### src/rtl/imul_pkg.sv
package imul_pkg;

  typedef enum logic [1:0] {
    ST_IDLE = 2'd0,
    ST_RUN  = 2'd1,
    ST_NEG  = 2'd2
  } imul_state_e;

endpackage

### src/rtl/imul_prep.sv
// Operand conditioning: sign-magnitude conversion, result sign, zero detect.
module imul_prep #(
  parameter int W = 32
) (
  input  logic [W-1:0] op_a_i,
  input  logic [W-1:0] op_b_i,
  input  logic         signed_i,
  output logic [W-1:0] mag_a_o,
  output logic [W-1:0] mag_b_o,
  output logic         neg_o,
  output logic         zero_o
);

  localparam int SB = W - 1;

  logic a_neg, b_neg;

  always_comb begin
    a_neg   = signed_i & op_a_i[SB];
    b_neg   = signed_i & op_b_i[SB];
    mag_a_o = a_neg ? (~op_a_i + {{(W-1){1'b0}}, 1'b1}) : op_a_i;
    mag_b_o = b_neg ? (~op_b_i + {{(W-1){1'b0}}, 1'b1}) : op_b_i;
    zero_o  = (op_a_i == '0) | (op_b_i == '0);
    neg_o   = (a_neg ^ b_neg) & ~zero_o;
  end

endmodule

### src/rtl/imul_core.sv
// Shift-and-add engine: one multiplier bit per step, two-word accumulator.
module imul_core #(
  parameter int W = 32
) (
  input  logic         clk,
  input  logic         rst_n,
  input  logic         load_i,
  input  logic         step_i,
  input  logic [W-1:0] mplier_i,
  input  logic [W-1:0] mcand_i,
  output logic         last_o,
  output logic [W-1:0] sum_hi_o,
  output logic [W-1:0] sum_lo_o,
  output logic [W-1:0] acc_hi_o,
  output logic [W-1:0] acc_lo_o
);

  localparam int SB = W - 1;

  logic [W-1:0] mc_hi_q, mc_hi_d;
  logic [W-1:0] mc_lo_q, mc_lo_d;
  logic [W-1:0] mp_q, mp_d;
  logic [W-1:0] acc_hi_q, acc_hi_d;
  logic [W-1:0] acc_lo_q, acc_lo_d;
  logic [W:0]   lo_ext;
  logic         lo_carry;
  logic         reg_en;

  // low-word add with its carry feeding the high word
  always_comb begin
    lo_ext   = {1'b0, acc_lo_q} + {1'b0, mc_lo_q};
    lo_carry = lo_ext[W];
    if (mp_q[0]) begin
      sum_lo_o = lo_ext[SB:0];
      sum_hi_o = acc_hi_q + mc_hi_q + {{(W-1){1'b0}}, lo_carry};
    end else begin
      sum_lo_o = acc_lo_q;
      sum_hi_o = acc_hi_q;
    end
    last_o = mp_q[0] & (mp_q[SB:1] == '0);
  end

  always_comb begin
    reg_en   = load_i | step_i;
    mc_hi_d  = mc_hi_q;
    mc_lo_d  = mc_lo_q;
    mp_d     = mp_q;
    acc_hi_d = acc_hi_q;
    acc_lo_d = acc_lo_q;
    if (load_i) begin
      mc_hi_d  = '0;
      mc_lo_d  = mcand_i;
      mp_d     = mplier_i;
      acc_hi_d = '0;
      acc_lo_d = '0;
    end else if (step_i) begin
      acc_hi_d = sum_hi_o;
      acc_lo_d = sum_lo_o;
      mc_hi_d  = {mc_hi_q[SB-1:0], mc_lo_q[SB]};
      mc_lo_d  = {mc_lo_q[SB-1:0], 1'b0};
      mp_d     = {1'b0, mp_q[SB:1]};
    end
  end

  always_ff @(posedge clk or negedge rst_n) begin
    if (!rst_n) begin
      mc_hi_q  <= '0;
      mc_lo_q  <= '0;
      mp_q     <= '0;
      acc_hi_q <= '0;
      acc_lo_q <= '0;
    end else if (reg_en) begin
      mc_hi_q  <= mc_hi_d;
      mc_lo_q  <= mc_lo_d;
      mp_q     <= mp_d;
      acc_hi_q <= acc_hi_d;
      acc_lo_q <= acc_lo_d;
    end
  end

  assign acc_hi_o = acc_hi_q;
  assign acc_lo_o = acc_lo_q;

  // each step consumes exactly one multiplier bit
  a_r5_mplier_shift: assert property (@(posedge clk) disable iff (!rst_n)
    (step_i && !load_i) |=> (mp_q == ($past(mp_q) >> 1)));

  // magnitudes only, so the accumulator never decreases while stepping
  a_r3_acc_grows: assert property (@(posedge clk) disable iff (!rst_n)
    (step_i && !load_i) |=> ({acc_hi_q, acc_lo_q} >= $past({acc_hi_q, acc_lo_q})));

endmodule

### src/rtl/imul_negate.sv
// Two-word two's complement: invert both words, bump LO, carry into HI on wrap.
module imul_negate #(
  parameter int W = 32
) (
  input  logic [W-1:0] in_hi_i,
  input  logic [W-1:0] in_lo_i,
  output logic [W-1:0] out_hi_o,
  output logic [W-1:0] out_lo_o
);

  logic lo_wrap;

  always_comb begin
    out_lo_o = ~in_lo_i + {{(W-1){1'b0}}, 1'b1};
    lo_wrap  = (out_lo_o == '0);
    out_hi_o = ~in_hi_i + {{(W-1){1'b0}}, lo_wrap};
  end

endmodule

### src/rtl/imul_hilo.sv
// Iterative multiplier control and HI/LO result registers.
module imul_hilo
  import imul_pkg::*;
#(
  parameter int W = 32
) (
  input  logic         clk,
  input  logic         rst_n,
  input  logic         start_i,
  input  logic         signed_i,
  input  logic [W-1:0] op_a_i,
  input  logic [W-1:0] op_b_i,
  output logic [W-1:0] hi_o,
  output logic [W-1:0] lo_o,
  output logic         busy_o,
  output logic         done_o
);

  imul_state_e  state_q, state_d;
  logic [W-1:0] hi_q, hi_d, lo_q, lo_d;
  logic         done_q, done_d;
  logic         neg_q, neg_d;
  logic         res_en;

  logic [W-1:0] mag_a, mag_b;
  logic         op_neg, op_zero;
  logic         accept, core_load, core_step, core_last;
  logic [W-1:0] sum_hi, sum_lo, acc_hi, acc_lo, neg_hi, neg_lo;

  imul_prep #(.W(W)) u_prep (
    .op_a_i   (op_a_i),
    .op_b_i   (op_b_i),
    .signed_i (signed_i),
    .mag_a_o  (mag_a),
    .mag_b_o  (mag_b),
    .neg_o    (op_neg),
    .zero_o   (op_zero)
  );

  imul_core #(.W(W)) u_core (
    .clk      (clk),
    .rst_n    (rst_n),
    .load_i   (core_load),
    .step_i   (core_step),
    .mplier_i (mag_a),
    .mcand_i  (mag_b),
    .last_o   (core_last),
    .sum_hi_o (sum_hi),
    .sum_lo_o (sum_lo),
    .acc_hi_o (acc_hi),
    .acc_lo_o (acc_lo)
  );

  imul_negate #(.W(W)) u_neg (
    .in_hi_i  (acc_hi),
    .in_lo_i  (acc_lo),
    .out_hi_o (neg_hi),
    .out_lo_o (neg_lo)
  );

  // next-state logic
  always_comb begin
    state_d   = state_q;
    hi_d      = hi_q;
    lo_d      = lo_q;
    done_d    = 1'b0;
    neg_d     = neg_q;
    res_en    = 1'b0;
    core_load = 1'b0;
    core_step = 1'b0;
    accept    = start_i && (state_q == ST_IDLE);
    unique case (state_q)
      ST_IDLE: begin
        if (accept) begin
          if (op_zero) begin
            hi_d   = '0;
            lo_d   = '0;
            res_en = 1'b1;
            done_d = 1'b1;
          end else begin
            core_load = 1'b1;
            neg_d     = op_neg;
            state_d   = ST_RUN;
          end
        end
      end
      ST_RUN: begin
        core_step = 1'b1;
        if (core_last) begin
          if (neg_q) begin
            state_d = ST_NEG;
          end else begin
            hi_d    = sum_hi;
            lo_d    = sum_lo;
            res_en  = 1'b1;
            done_d  = 1'b1;
            state_d = ST_IDLE;
          end
        end
      end
      ST_NEG: begin
        hi_d    = neg_hi;
        lo_d    = neg_lo;
        res_en  = 1'b1;
        done_d  = 1'b1;
        state_d = ST_IDLE;
      end
      default: state_d = ST_IDLE;
    endcase
  end

  // registers
  always_ff @(posedge clk or negedge rst_n) begin
    if (!rst_n) begin
      state_q <= ST_IDLE;
      done_q  <= 1'b0;
      neg_q   <= 1'b0;
    end else begin
      state_q <= state_d;
      done_q  <= done_d;
      neg_q   <= neg_d;
    end
  end

  always_ff @(posedge clk or negedge rst_n) begin
    if (!rst_n) begin
      hi_q <= '0;
      lo_q <= '0;
    end else if (res_en) begin
      hi_q <= hi_d;
      lo_q <= lo_d;
    end
  end

  assign hi_o   = hi_q;
  assign lo_o   = lo_q;
  assign done_o = done_q;
  assign busy_o = (state_q != ST_IDLE);

  // zero operand clears the result at once, no busy phase
  a_r2_zero_shortcut: assert property (@(posedge clk) disable iff (!rst_n)
    (start_i && !busy_o && ((op_a_i == '0) || (op_b_i == '0)))
      |=> (done_o && !busy_o && (hi_o == '0) && (lo_o == '0)));

  // nonzero request goes busy on the next cycle
  a_r5_busy_on_start: assert property (@(posedge clk) disable iff (!rst_n)
    (start_i && !busy_o && (op_a_i != '0) && (op_b_i != '0)) |=> (busy_o && !done_o));

  // done and busy are exclusive
  a_r6_done_not_busy: assert property (@(posedge clk) disable iff (!rst_n)
    done_o |-> !busy_o);

  // busy only falls together with done
  a_r6_fall_with_done: assert property (@(posedge clk) disable iff (!rst_n)
    $fell(busy_o) |-> done_o);

  // result words only move on completion
  a_r8_result_hold: assert property (@(posedge clk) disable iff (!rst_n)
    !done_o |-> ($stable(hi_o) && $stable(lo_o)));

  // a start while busy leaves the pending sign untouched
  a_r7_sign_kept: assert property (@(posedge clk) disable iff (!rst_n)
    (busy_o && start_i) |=> (neg_q == $past(neg_q)));

endmodule

### config.mk
export PLATFORM = sky130hd
export DESIGN_NAME = imul_hilo
export DESIGN_NICKNAME = d
export VERILOG_FILES = /design/src/rtl/imul_pkg.sv /design/src/rtl/imul_prep.sv /design/src/rtl/imul_core.sv /design/src/rtl/imul_negate.sv /design/src/rtl/imul_hilo.sv
export SDC_FILE = /design/constraint.sdc
export NUM_CORES = 1
export LEC_CHECK = 0
export ABC_CLOCK_PERIOD_IN_PS = 9050
export BUFFER_PORTS_ARGS = -buffer_cell sky130_fd_sc_hd__buf_2
export CAP_MARGIN = 5
export CORE_ASPECT_RATIO = 1.25
export CORE_MARGIN = 2
export CORE_UTILIZATION = 60
export DETAILED_ROUTE_END_ITERATION = 8
export MAX_ROUTING_LAYER = met4
export PLACE_DENSITY = 0.8
export REMOVE_ABC_BUFFERS = 1
export SETUP_SLACK_MARGIN = 0.02
export SYNTH_ARGS = -nofsm -noshare
export SYNTH_HDL_FRONTEND = slang
export SYNTH_HIERARCHICAL = 1
export SYNTH_SLANG_ARGS = --single-unit
### constraint.sdc
create_clock -name clk -period 9.05 [get_ports clk]
set_clock_uncertainty 0.2 [all_clocks]
set_input_delay 1.81 -clock clk [delete_from_list [all_inputs] [get_ports clk]]
set_output_delay 1.81 -clock clk [all_outputs]
set_load 0.005 [all_outputs]
* After elaboration in Yosys (flattened, before gate mapping)
Cells that the tools add are included.
** Word-level totals
- Word-level logic and storage cells :: 85
- Register bits :: 228
** Cells by class
- Add/subtract/negate cells :: 7
- Multiplexer cells :: 36
- Bitwise gates (word level) :: 12
- Equal/unequal tests :: 7
- Reduce and logical (&&, ||, !) cells :: 13
** Operators with widths (count)
- 32-bit 2-to-1 mux :: 20
- 32-bit one-hot mux with 3 select lines :: 2
- 32-bit inverter :: 4
- 32-bit by 1-bit adder with 32-bit output, second input constant :: 3
- 32-bit logical NOT :: 3
- 32-bit by 1-bit adder with 32-bit output :: 2
- 32-bit by 32-bit adder with 33-bit output :: 1
- 32-bit adder :: 1
- 31-bit logical NOT :: 1
- 2-bit != test, second input constant :: 5
- 1-bit 2-to-1 mux :: 8
- 2-bit 2-to-1 mux :: 4
- 3-bit AND reduction :: 2
- 6-bit AND reduction :: 1
- 1-bit bitwise AND :: 4
- 2-bit one-hot mux with 2 select lines :: 1
- 2-bit nonzero test :: 2
- 1-bit one-hot mux with 3 select lines :: 1
- 3-bit nonzero test :: 1
- 2-bit by 1-bit == test with 1-bit output, second input constant :: 1
- 2-bit == test, second input constant :: 1
- 2-bit logical NOT :: 1
- 1-bit bitwise OR :: 2
- 2-bit AND reduction :: 1
- 3 further kinds :: 3

* Logic depth before layout (Yosys ltp)
- Word-level depth :: 7
- Gate-level depth with buffers :: 24
- Gate-level depth less buffers :: 24

* Cells and area by module
Netlist, hierarchy kept.
** Modules (own cells, without submodules)
- imul_core :: area each 11209.5 um^2, instances 1, cells an instance 1235
- imul_hilo :: area each 3603.5 um^2, instances 1, cells an instance 310
- imul_negate :: area each 1535.2 um^2, instances 1, cells an instance 222
- imul_prep :: area each 1433.9 um^2, instances 1, cells an instance 222

* Least setup slack after synthesis
Ideal clock, no wire load.
- Path type :: register to register
- From :: reg u_core.acc_lo_q[10] (netlist: u_core/acc_lo_o[10])
- To :: reg hi_q[29] (netlist: hi_o[29])
- Setup slack :: 3315 ps
- Path buffers :: 2
- Stages on the path, launching flop included :: 19
- Arrival time :: 5410 ps
- Period minus slack after synthesis :: 5735 ps
- Cells stage by stage :: dfrtp_1 > buf_6 > or4_4 > or4_4 > buf_6 > or2_4 > o32a_1 > or4_1 > nor4_2 > ha_1 > nor3b_1 > nor4b_1 > and3b_1 > nand2_1 > nor4_1 > xnor2_1 > a22oi_1 > nor2b_1 > mux2_2
** Between the ends
- Elaborated cells on any way between the ends :: 10
- Classes of those cells :: 4 x add/sub; 4 x mux; 1 x bitwise; 1 x reduce/logical
** RTL lines
- start: declaration :: RTL line imul_core.sv:24 : logic [W-1:0] acc_lo_q, acc_lo_d;
- start signal: assignment :: RTL line imul_core.sv:77 : acc_lo_q <= acc_lo_d;
- 32-bit inverter :: RTL line imul_negate.sv:14 : out_lo_o = ~in_lo_i + {{(W-1){1'b0}}, 1'b1};
- 32-bit by 1-bit adder with 32-bit output :: RTL line imul_negate.sv:14
- 32-bit logical NOT :: RTL line imul_negate.sv:15 : lo_wrap = (out_lo_o == '0);
- 32-bit by 1-bit adder with 32-bit output :: RTL line imul_negate.sv:16 : out_hi_o = ~in_hi_i + {{(W-1){1'b0}}, lo_wrap};
- via neg_hi[29] :: RTL line imul_hilo.sv:28 : logic [W-1:0] sum_hi, sum_lo, acc_hi, acc_lo, neg_hi, neg_lo;
- 32-bit one-hot mux with 3 select lines :: RTL line imul_hilo.sv:72 : unique case (state_q)
- end signal: assignment :: RTL line imul_hilo.sv:130 : hi_q <= hi_d;
- end: declaration :: RTL line imul_hilo.sv:20 : logic [W-1:0] hi_q, hi_d, lo_q, lo_d;
The timed path passes the listed nets, and every way through them passes these cells. The select of a mux whose other input is x is not followed.
A chain may end at the register's enable or synchronous reset.

* Worst setup path after layout
Same ends and word-level chain as after synthesis.

==> reports/qor.txt <==
Run status: finished, final reports clean
Post-synth top area share: 0.3209
Static Leak: 8.878 nW
Dpl hpwl: 31,230 um
TritonCTS Buffers: 24
Relative slew slack: 0.2416
Post-CTS Setup Inserts: 0
Clock Tree Root: clkbuf_16
Worst VDD drop: 0.2183 mV
Buffers on Ports: 133
WS Path Type: reg2reg
Grt ovf: 0
# Max-Cap Violations: 0
N_diodes: 0
Top area cells in the synthesized netlist: dfrtp_1 (32%), mux2i_1 (6.7%), ha_1 (5.2%), xnor2_1 (4.4%), mux2_1 (3.8%)
Initial Utilization: 0.6079
YS warnings: 6
Cell Rows: 70
Critical Path AT: 6.94 ns
Worst skew pair latency: 0.54 ns
Num Clock Sinks: 228
Vias: 15,250
XOR/XNOR share of the synthesized area: 0.08078
Worst Path Required: 9.26 ns
Hold slack: 0.2821 ns
Wire length of the first global-routing pass: 73,000 um
Final nets: 2,186
Core ar.: 29,250 um^2
Synth Area per Inst: 8.940 um^2
Mux share of post-synthesis cell area: 0.1379
Initial antenna violation count: 0
# fillers: 2,406
Synth Area in Compound Gates: 0.1801
H-tree depth: 1
Die Wd: 158.0 um
Largest family of logic cells by synthesized area: simple AND/OR/NAND/NOR gates
Die area: 31,040 um^2
Wire length after detailed routing: 44,110 um
Post-Synth Simple-Gate Area: 0.1870
IO Count: 134
Post-route DRC: 0
Vias per inst: 6.210
Power Density: 318.0 nW/um^2
Final Cycle Share: 0.7439
Final hold violation count: 0
Slew Viols, Final: 0
Non-Filler Instances: 2,455
# hold bufs at CTS: 0
Area grow syn2layout: 9.274%
Layout cells sized above 1: 0.1438
Ys async rst share: 1.000
#FFs+latches synth: 228
Routability cong.: 0.9804
Post-synth EDFFs: 0
RSZ-0062 raised after global routing: false
PostCTS Resize Cnt: 0
Total GRT Usage: 0.2941
Post-layout min period: 6.733 ns
Die Height: 196.5 um
CP Capture Type: register
CTS max path bufs: 3
Leading area contributor after synthesis: dfrtp_1
Synth Area in Adders: 0.05545
Avg WL per Cell: 17.97 um
Peak Freq: 148.5 MHz
Worst slew pin tran: 1.136 ns
Critical Path Start Type: register
Most used flip-flop cell after synthesis: dfrtp_1
Final design utilization: 0.6642
Iter 0 DRT Violations: 830
Post-DRT Antenna Nets: 0
Number of global-route vias before repair: 14,750
Final setup viols: 0
Placed cells: 2,411
CTS tree: yes
CP Max Fanout: 18
Post-Syn Area: 17,780 um^2
1st-pass router iterations: 5
Register area share after synthesis: 0.3209
Mapped Cells: 1,989
Yosys cell types: 98
Largest net degree at the start of global routing: 101
Type of the tightest min-delay check: reg2reg
Clock-pin transition on the worst setup and hold timing paths: 0.06 ns
-- layout by cell type (no fill, tap or decap), types with 33 or more instances in the layout --
master,instances
xnor2_1,89
nor2b_1,72
a22oi_1,67
ha_1,72
mux2_1,60
dfrtp_1,227
inv_1,47
mux2i_1,119
a21oi_1,112
nand2_1,157
mux2_2,52
nor4_1,34
nor3_1,37
a21o_1,33
buf_2,132
nor2_1,164
xor2_1,75
o21ai_0,101
-- final timing paths --
path	start	cells past startpoint	slack, ns	to
min in group asynchronous	rst_n	1	1.04	lo_o[0]$_DFFE_PN0P_
max	u_core/acc_lo_o[10]$_DFFE_PN0P_	16	2.32	hi_o[29]$_DFFE_PN0P_
max in group asynchronous	rst_n	2	6.13	u_core/acc_hi_o[27]$_DFFE_PN0P_
min reg2reg	hi_o[16]$_DFFE_PN0P_	1	0.28	hi_o[16]$_DFFE_PN0P_
min	hi_o[16]$_DFFE_PN0P_	1	0.28	hi_o[16]$_DFFE_PN0P_
max reg2reg	u_core/acc_lo_o[10]$_DFFE_PN0P_	16	2.32	hi_o[29]$_DFFE_PN0P_
-- stage by stage --
step           setup TNS (ns)  worst slack, ns  total power, mW  instance area (um^2)
2_1_floorplan          -4.572          -0.5700            4.363                 17290
5_1_grt                     0            2.017            6.623                 19430
6_report                    0            2.317            6.180                 19430
4_1_cts                     0            2.365            6.163                 19430
3_3_place_gp                0            2.531            5.009                 18590
3_5_place_dp                0            2.415            5.096                 18590
-- logic make-up (layout without fill, tap and decap cells) --
family                   Yosys count  count (layout)
adder cells (fa/ha/maj)           77              77
multiplexers                     231             231
AND/OR/NAND/NOR                  644             644
AO/OA/AOI/OAI                    477             477
buffers and inverters            168             238
flip-flops                       228             228
XOR/XNOR                         164             164
-- synthesized netlist by cell type, types with 5 or more instances --
cell,count
nor3_1,37
and2_1,13
clkbuf_1,92
nand2_1,157
a21boi_0,5
nand4_1,20
or3_1,18
nand3b_1,5
xor2_1,75
o31ai_1,14
or2_2,5
a31o_2,7
a211oi_1,13
mux2_1,60
ha_1,74
or4_1,21
nand2b_1,12
o211ai_1,15
nor2_1,165
and3_1,16
a21o_1,33
a31oi_1,15
a21oi_1,112
nor3b_1,10
buf_1,10
o21a_1,11
nand3_1,29
a22oi_1,67
o21ai_0,101
nor4_1,34
buf_2,13
nor2b_1,72
xnor2_1,89
mux2i_1,119
inv_1,47
dfrtp_1,228
o21ai_1,7
mux2_2,52
o21bai_1,14
-- registers in the layout, summed over array words and instances, names as in the netlist, 2 cells and up --
register / cells
hi_o: 32
lo_o: 32
u_core/acc_hi_o: 32
u_core/acc_lo_o: 32
u_core/mc_hi_q: 32
u_core/mc_lo_q: 32
u_core/mp_q: 32
state_q: 2
-- metal layers --
layer  GRT usage  vias to the layer above  wire length (um)
met4      0.1168                        0              1779
met3     0.02814                      125              2129
met2      0.4868                      496             21300
li1            -                     7310                 -
met5           -                        -                 0
met1      0.3719                     7314             18890
-- layout make-up --
class / count / area, um^2 / share of cell area
inverter: 48 / 180.2 / 0.009272
multi-input combinational: 1593 / 11430 / 0.5884
sequential: 228 / 5707 / 0.2937
clock buffer: 33 / 705.7 / 0.03632
tap: 396 / 495.5 / 0.02550
timing repair buffer: 146 / 773.2 / 0.03979
clock inverter: 11 / 136.4 / 0.007019
-- worst max-delay path, stage by stage (launching register included) --
cell and delay [ns]:
dfrtp_1 0.51, or4_4 0.61, or4_4 0.62, or2_4 0.31, o32a_1 0.33, or4_1 0.53
nor4_2 0.39, ha_1 0.25, nor3b_1 0.44, nor4b_1 0.85, and3b_1 0.40, nand2_1 0.19
nor4_1 0.34, xnor2_1 0.11, a22oi_1 0.20, nor2b_1 0.07, mux2_2 0.25
-- power breakdown --
group / internal, mW / leakage (nW) / total, mW / switching (mW)
sequential: 1.36 / 2.99 / 1.72 / 0.363
clock: 0.631 / 0.418 / 1.04 / 0.413
combinational: 1.43 / 5.47 / 3.41 / 1.98
total: 3.42 / 8.88 / 6.18 / 2.76
Note: power is estimated with default switching activity, not from simulation.
